File: config.mk
export PLATFORM = sky130hd
export DESIGN_NAME = gpio_irq_ctrl
export DESIGN_NICKNAME = d
export VERILOG_FILES = /design/src/rtl/gpic_pkg.sv /design/src/rtl/gpic_line.sv /design/src/rtl/gpic_prio_enc.sv /design/src/rtl/gpio_irq_ctrl.sv
export SDC_FILE = /design/constraint.sdc
export NUM_CORES = 2
export LEC_CHECK = 0
export BUFFER_PORTS_ARGS = -buffer_cell sky130_fd_sc_hd__buf_2
export CAP_MARGIN = 20
export CORE_AREA = 2 2 478 480
export DETAILED_ROUTE_END_ITERATION = 7
export DIE_AREA = 0 0 480 482
export GPL_ROUTABILITY_DRIVEN = 1
export PLACE_DENSITY_LB_ADDON = 0.2
export SYNTH_ARGS = -nofsm -noshare
export SYNTH_HDL_FRONTEND = slang
export SYNTH_SLANG_ARGS = --single-unit
export TNS_END_PERCENT = 5
File: constraint.sdc
create_clock -name clk -period 3 [get_ports clk]
set_clock_uncertainty 0.1 [all_clocks]
set_input_delay 0.15 -clock clk [delete_from_list [all_inputs] [get_ports clk]]
set_output_delay 0.15 -clock clk [all_outputs]
set_load 0.02 [all_outputs]
File: src/rtl/gpic_pkg.sv
package gpic_pkg;
  typedef enum logic [2:0] {
    TRIG_OFF    = 3'd0,
    TRIG_LVL_HI = 3'd1,
    TRIG_LVL_LO = 3'd2,
    TRIG_RISE   = 3'd3,
    TRIG_FALL   = 3'd4,
    TRIG_BOTH   = 3'd5
  } trig_e;

  typedef struct packed {
    logic       wake;
    logic [1:0] prio;
    logic [2:0] mode;
  } line_cfg_t;

  localparam logic [3:0] GRP_PEND   = 4'h0;
  localparam logic [3:0] GRP_ENSET  = 4'h1;
  localparam logic [3:0] GRP_ENCLR  = 4'h2;
  localparam logic [3:0] GRP_DEVSEL = 4'h3;
  localparam logic [3:0] GRP_MISC   = 4'h4;

  localparam int BANK_BITS = 32;
  localparam int MAX_LINES = 128;
endpackage

File: src/rtl/gpic_line.sv
module gpic_line
  import gpic_pkg::*;
(
  input  logic       clk,
  input  logic       rst,
  input  logic       pin_i,
  input  logic [2:0] mode_i,
  input  logic       ack_i,
  output logic       lvl_o,
  output logic       pend_o
);
  logic s1_q, s2_q, prev_q, pend_q, pend_d;
  logic rise, fall;

  assign rise = s2_q & ~prev_q;
  assign fall = ~s2_q & prev_q;

  always_comb begin
    case (trig_e'(mode_i))
      TRIG_LVL_HI: pend_d = s2_q & ~ack_i;
      TRIG_LVL_LO: pend_d = ~s2_q & ~ack_i;
      TRIG_RISE:   pend_d = rise | (pend_q & ~ack_i);
      TRIG_FALL:   pend_d = fall | (pend_q & ~ack_i);
      TRIG_BOTH:   pend_d = rise | fall | (pend_q & ~ack_i);
      default:     pend_d = 1'b0;
    endcase
  end

  always_ff @(posedge clk) begin
    if (rst) begin
      s1_q   <= 1'b0;
      s2_q   <= 1'b0;
      prev_q <= 1'b0;
      pend_q <= 1'b0;
    end else begin
      s1_q   <= pin_i;
      s2_q   <= s1_q;
      prev_q <= s2_q;
      pend_q <= pend_d;
    end
  end

  assign lvl_o  = s2_q;
  assign pend_o = pend_q;
endmodule

File: src/rtl/gpic_prio_enc.sv
module gpic_prio_enc #(
  parameter int N      = 128,
  parameter int PRIO_W = 2,
  localparam int LEVELS = 1 << PRIO_W,
  localparam int IDX_W  = $clog2(N)
) (
  input  logic [N-1:0]        active_i,
  input  logic [N*PRIO_W-1:0] prio_i,
  output logic [IDX_W-1:0]    idx_o,
  output logic                valid_o
);
  logic [LEVELS-1:0] hit;
  logic [IDX_W-1:0]  cand [LEVELS];

  always_comb begin
    for (int p = 0; p < LEVELS; p++) begin
      hit[p]  = 1'b0;
      cand[p] = '0;
      for (int i = N - 1; i >= 0; i--) begin
        if (active_i[i] && prio_i[i*PRIO_W +: PRIO_W] == PRIO_W'(p)) begin
          hit[p]  = 1'b1;
          cand[p] = IDX_W'(i);
        end
      end
    end
    idx_o   = IDX_W'(N - 1);
    valid_o = 1'b0;
    for (int p = LEVELS - 1; p >= 0; p--) begin
      if (hit[p]) begin
        idx_o   = cand[p];
        valid_o = 1'b1;
      end
    end
  end
endmodule

File: src/rtl/gpio_irq_ctrl.sv
module gpio_irq_ctrl
  import gpic_pkg::*;
#(
  parameter int NUM_LINES = 128,
  parameter int ADDR_W    = 13,
  parameter int DMA_CH    = 2,
  parameter int PRIO_W    = 2,
  localparam int LEVELS  = 1 << PRIO_W,
  localparam int BANKS   = NUM_LINES / BANK_BITS,
  localparam int LINE_W  = $clog2(NUM_LINES)
) (
  input  logic                 clk,
  input  logic                 rst,
  input  logic                 bus_wr_i,
  input  logic                 bus_rd_i,
  input  logic [ADDR_W-1:0]    bus_addr_i,
  input  logic [31:0]          bus_wdata_i,
  output logic [31:0]          bus_rdata_o,
  input  logic [NUM_LINES-1:0] pin_i,
  output logic [LEVELS-1:0]    irq_o,
  output logic                 wake_o,
  output logic [DMA_CH-1:0]    dma_trig_o,
  output logic [NUM_LINES-1:0] dev_sel_o
);
  logic              cfg_hit;
  logic [3:0]        grp;
  logic [1:0]        wsel;
  logic [LINE_W-1:0] cfg_idx;
  logic              cfg_ok;

  assign cfg_hit = bus_addr_i[ADDR_W-1];
  assign grp     = bus_addr_i[7:4];
  assign wsel    = bus_addr_i[3:2];
  assign cfg_idx = bus_addr_i[2 +: LINE_W];
  assign cfg_ok  = cfg_hit && (32'(cfg_idx) < NUM_LINES);

  line_cfg_t              cfg_q [NUM_LINES];
  logic [NUM_LINES-1:0]   en_q, devsel_q, pend, lvl, wake_vec, lane_w;
  logic [NUM_LINES-1:0]   ack_v, set_v, clr_v, dev_v, active;
  logic [NUM_LINES*3-1:0] mode_flat;
  logic [NUM_LINES*PRIO_W-1:0] prio_flat;
  logic [8*DMA_CH-1:0]    dma_sel_q;
  logic [LINE_W-1:0]      enc_idx, enc_idx_q;
  logic                   enc_valid, enc_valid_q;
  logic [LEVELS-1:0]      irq_q;
  logic                   wake_q;
  logic [DMA_CH-1:0]      dma_q;
  logic [31:0]            rd_d, rd_q;

  always_comb begin
    for (int i = 0; i < NUM_LINES; i++) begin
      lane_w[i]                   = (wsel == 2'(i / BANK_BITS)) && bus_wdata_i[i % BANK_BITS];
      mode_flat[i*3 +: 3]         = cfg_q[i].mode;
      prio_flat[i*PRIO_W +: PRIO_W] = cfg_q[i].prio;
      wake_vec[i]                 = cfg_q[i].wake;
    end
  end

  always_comb begin
    ack_v = '0;
    set_v = '0;
    clr_v = '0;
    dev_v = '0;
    if (bus_wr_i && !cfg_hit) begin
      case (grp)
        GRP_PEND:   ack_v = lane_w;
        GRP_ENSET:  set_v = lane_w;
        GRP_ENCLR:  clr_v = lane_w;
        GRP_DEVSEL: dev_v = lane_w;
        default: ;
      endcase
    end
  end

  assign active = pend & en_q;

  generate
    for (genvar g = 0; g < NUM_LINES; g++) begin : g_line
      gpic_line u_line (
        .clk    (clk),
        .rst    (rst),
        .pin_i  (pin_i[g]),
        .mode_i (mode_flat[g*3 +: 3]),
        .ack_i  (ack_v[g]),
        .lvl_o  (lvl[g]),
        .pend_o (pend[g])
      );
    end
  endgenerate

  gpic_prio_enc #(.N(NUM_LINES), .PRIO_W(PRIO_W)) u_enc (
    .active_i (active),
    .prio_i   (prio_flat),
    .idx_o    (enc_idx),
    .valid_o  (enc_valid)
  );

  // configuration array and bank registers
  always_ff @(posedge clk) begin
    if (rst) begin
      for (int i = 0; i < NUM_LINES; i++) cfg_q[i] <= '0;
      en_q      <= '0;
      devsel_q  <= '0;
      dma_sel_q <= '0;
    end else begin
      if (bus_wr_i && cfg_ok)
        cfg_q[cfg_idx] <= '{wake: bus_wdata_i[6], prio: bus_wdata_i[5:4], mode: bus_wdata_i[2:0]};
      if (bus_wr_i && !cfg_hit && grp == GRP_MISC && wsel == 2'd1)
        dma_sel_q <= bus_wdata_i[8*DMA_CH-1:0];
      en_q     <= (en_q | set_v) & ~clr_v;
      devsel_q <= devsel_q | dev_v;
    end
  end

  // registered outputs
  logic [MAX_LINES-1:0] lvl_pad, pend_pad, en_pad, dev_pad;
  assign lvl_pad  = MAX_LINES'(lvl);
  assign pend_pad = MAX_LINES'(pend);
  assign en_pad   = MAX_LINES'(en_q);
  assign dev_pad  = MAX_LINES'(devsel_q);

  always_ff @(posedge clk) begin
    if (rst) begin
      irq_q       <= '0;
      wake_q      <= 1'b0;
      enc_idx_q   <= LINE_W'(NUM_LINES - 1);
      enc_valid_q <= 1'b0;
      dma_q       <= '0;
    end else begin
      for (int p = 0; p < LEVELS; p++) begin
        irq_q[p] <= 1'b0;
        for (int i = 0; i < NUM_LINES; i++)
          if (active[i] && cfg_q[i].prio == PRIO_W'(p)) irq_q[p] <= 1'b1;
      end
      wake_q      <= |(pend & wake_vec);
      enc_idx_q   <= enc_idx;
      enc_valid_q <= enc_valid;
      for (int k = 0; k < DMA_CH; k++)
        dma_q[k] <= lvl_pad[dma_sel_q[8*k +: 7]];
    end
  end

  // read path
  always_comb begin
    rd_d = '0;
    if (cfg_hit) begin
      if (cfg_ok)
        rd_d = {25'd0, cfg_q[cfg_idx].wake, cfg_q[cfg_idx].prio, 1'b0, cfg_q[cfg_idx].mode};
    end else begin
      case (grp)
        GRP_PEND:   rd_d = pend_pad[{wsel, 5'd0} +: 32];
        GRP_ENSET,
        GRP_ENCLR:  rd_d = en_pad[{wsel, 5'd0} +: 32];
        GRP_DEVSEL: rd_d = dev_pad[{wsel, 5'd0} +: 32];
        GRP_MISC: begin
          if (wsel == 2'd0) begin
            rd_d     = 32'(enc_idx_q);
            rd_d[31] = enc_valid_q;
          end else if (wsel == 2'd1) begin
            rd_d = 32'(dma_sel_q);
          end
        end
        default: rd_d = '0;
      endcase
    end
  end

  always_ff @(posedge clk) begin
    if (rst) rd_q <= '0;
    else if (bus_rd_i) rd_q <= rd_d;
  end

  assign bus_rdata_o = rd_q;
  assign irq_o       = irq_q;
  assign wake_o      = wake_q;
  assign dma_trig_o  = dma_q;
  assign dev_sel_o   = devsel_q;
endmodule

==> run summary <==
Slew @ Worst Pin - 1160 ps
PD cells - 460 nW/um^2
Critical Path Start - cfg_q[20][3]
CTS tree - done
Number of synthesized flops with an enable pin - 768
Synth Instances - 9087
Core ar. - 226000 sq um
DRC viols - 13
Slew headroom - 22.0%
Final nets - 12067
Worst-Skew Late Latency - 920 ps
Count of pins over their slew limit - 0
Violated checks - DRC, setup timing
CTS max path bufs - 3
Via count - 96096
Setup WS post-layout - -548 ps
Vias in the first global route - 88460
Clock Sinks - 1599
DIE WIDTH - 480 microns
Critical Path RT - 3670 ps
Worst path cell trace - buf_4, buf_4, nor4bb_1, buf_4, nor2_1, buf_4, buf_4, o21ai_0, a21boi_0, o21ai_1, o2111ai_1, buf_4, a211oi_1, nor3_1
DRT Pass-1 Iters - 8
Fill count - 19996
Synth cell types - 87
Die footprint - 231000 sq um
Clock transition at the registers of the reported paths - 70 ps
Cell Rows - 175
Leading area contributor after synthesis - edfxtp_1
Crit Path Category - reg -> reg
Wirelength, routed - 563 mm
Placer Congestion - 1.19
Register bit total from synthesis - 1599
Area Growth Syn to Fin - 35.6%
Syn Std Cell Area - 90100 sq um
Min-Delay Path Class - in -> reg
Count leader, synth - nor2_1
Total track usage - 47.1%
Initial antenna violation count - 103
Syn Area/Cell - 9.92 sq um
Largest net degree at the start of global routing - 132
Area of the multi-input gates - 47300 sq um
Crit path time final - 3550 ps
Max Cap Viol - 0
Sequential fraction of the synthesis area - 44.1%
Crit-path slowest cell - nor4bb_1
Fmax - 282 MHz
Ys Warns - 0
Vias per cell - 6.46
Synth top area cells - edfxtp_1 26%, dfxtp_1 18%, mux4_2 9.0%, and2_1 5.3%, nor2_1 3.6%
Starting Density - 39.8%
Syn_nets - 9520
Startpoint Class - flop
DRT iter0 DRCs - 15540
Pre-CTS setup slack - -1080 ps
Most frequent CP cell - buf_4
Final period utilization - 118%
Setup TNS Final - -3170 ps
I/O pin count - 344
Final Setup Violations - 16
Post-placement cell area - 112000 sq um
Die Ht - 482 microns
CP Capture Type - flop
Share of cells above drive strength 1 - 30.2%
Final cell count without fillers - 14870
Register area - 39700 sq um
Max H-tree Level - 4
Status - finished, violations left
Worst r2r src - cfg_q[20][3]
Port bufs - 338
Routed Antenna Nets - 0
Leakage power - 49.0 nW
Share of the synthesized area in the top cell type - 25.6%
Final Cell Area - 122000 sq um
CP endpoint - enc_idx_q[1]
Placed cells - 14126
CTS Buf Count - 180
Critical Path AT - 4220 ps
Power, Total - 56.1 mW
RR Endpoint - enc_idx_q[1]
Maximum vdd drop - 0.502 mV
FF-to-FF setup slack - -550 ps
Root Buffer - clkbuf_16
First-pass GRT wire length - 741 mm
Post-synth ARST share - 0%
Fin. Hold Viols - 0
RSZ-0062 raised after global routing - true
Commonest cells in the synthesized netlist - 876 x nor2_1, 831 x dfxtp_1, 768 x edfxtp_1, 758 x and2_1, 636 x nand2_1
Gr ovfl total - 0
Worst Reg-to-Reg Cells - 14
Max FO, Critical Path - 3
Max stage delay on crit path - 650 ps
WL/cell - 37.8 microns
Main synth FF type - dfxtp_1
HPWL after detailed placement - 451 mm
state kept, by name, indices dropped and copies added (netlist names):
name	cells
cfg_q	768
dev_sel_o	128
en_pad	128
g_line.u_line.lvl_o	128
g_line.u_line.pend_o	128
g_line.u_line.prev_q	128
g_line.u_line.s1_q	128
bus_rdata_o	32
dma_sel_q	16
enc_idx_q	7
irq_o	4
dma_trig_o	2
enc_valid_q	1
wake_o	1
cell families (layout without fill, tap and decap cells):
| logic type | count (synthesis) | count (layout) | synth area share, % |
|---|---|---|---|
| and+or+nand+nor | 4107 | 4107 | 25.5 |
| AOI/OAI and AO/OA | 1783 | 1783 | 13.6 |
| DFF | 1599 | 1599 | 44.1 |
| buffers and inverters | 967 | 3673 | 4.07 |
| muxes | 375 | 375 | 9.18 |
| adders and majority gates | 256 | 256 | 3.56 |
| other | 0 | 68 | 0 |
critical path: cells and delay by family (launching register included):
family | cells | cell delay [ps]
flops | 1 | 380
compound gates | 5 | 1180
buf+inv | 6 | 1010
simple gates | 3 | 780
worst min-delay path by stage:
stage / start / endpoint / slack [ps] / cells past startpoint
CTS: bus_wdata_i[15] / en_pad[47] / 40 / 4
global route: bus_wdata_i[15] / dma_sel_q[15] / 60 / 4
global placement: pin_i[2] / g_line[2].u_line.s1_q / 260 / 2
detailed placement: pin_i[25] / g_line[25].u_line.s1_q / 260 / 2
finish: bus_wdata_i[15] / g_line[79].u_line.pend_o / 100 / 6
floorplan: pin_i[0] / g_line[0].u_line.s1_q / 180 / 1
per-stage QoR:
step	hold WS, ps	utilization [%]
final	95.1	53.9
after global routing	58.0	53.9
after CTS	35.2	53.8
after detailed placement	262	49.5
after global placement	256	49.5
after floorplan	178	-
layer usage:
layer,vias to the layer above,part of all wire (%),global-route usage [%]
li1,39538,-,-
met1,47630,38,60.1
met2,7285,41,66.6
met3,1607,13,16.2
met4,36,8.2,32.7
met5,-,0.048,0
placed cells by master (no fill, tap or decap), types with 280 or more instances in the layout:
master and n:
a21oi_1 323, a31oi_1 443, and2_1 756, buf_2 329, buf_4 2180, dfxtp_1 827
dlygate4sd3_1 326, edfxtp_1 768, inv_1 377, mux4_2 361, nand2_1 632, nand3_1 325
nand4_1 280, nand4b_1 336, nor2_1 873, nor2b_1 307
final cells by class:
class                   count  area share, %
repair buffers           2954           19.3
flip-flops and latches   1599           32.5
inverters                 378           1.16
multi-input cells        6521           38.7
well taps                3009           3.08
diodes                     68          0.139
clock buffers             252           4.26
clock inverters            89          0.796
report_power, final:
part	total, mW	switching (mW)	internal [mW]
logic	8.02	4.90	3.12
clock network	23.3	10.3	13.0
registers	24.8	1.09	23.7
what timing repair did:
action / CTS / global route
setup buffers: 6 / 3
resized for setup: 53 / 45
setup endpoints to repair: 17 / 16
endpoints found under the hold margin: 614 / 0
pin swaps: 15 / 15
hold buffers: 326 / 0
Power figures use the tool's default switching activity.
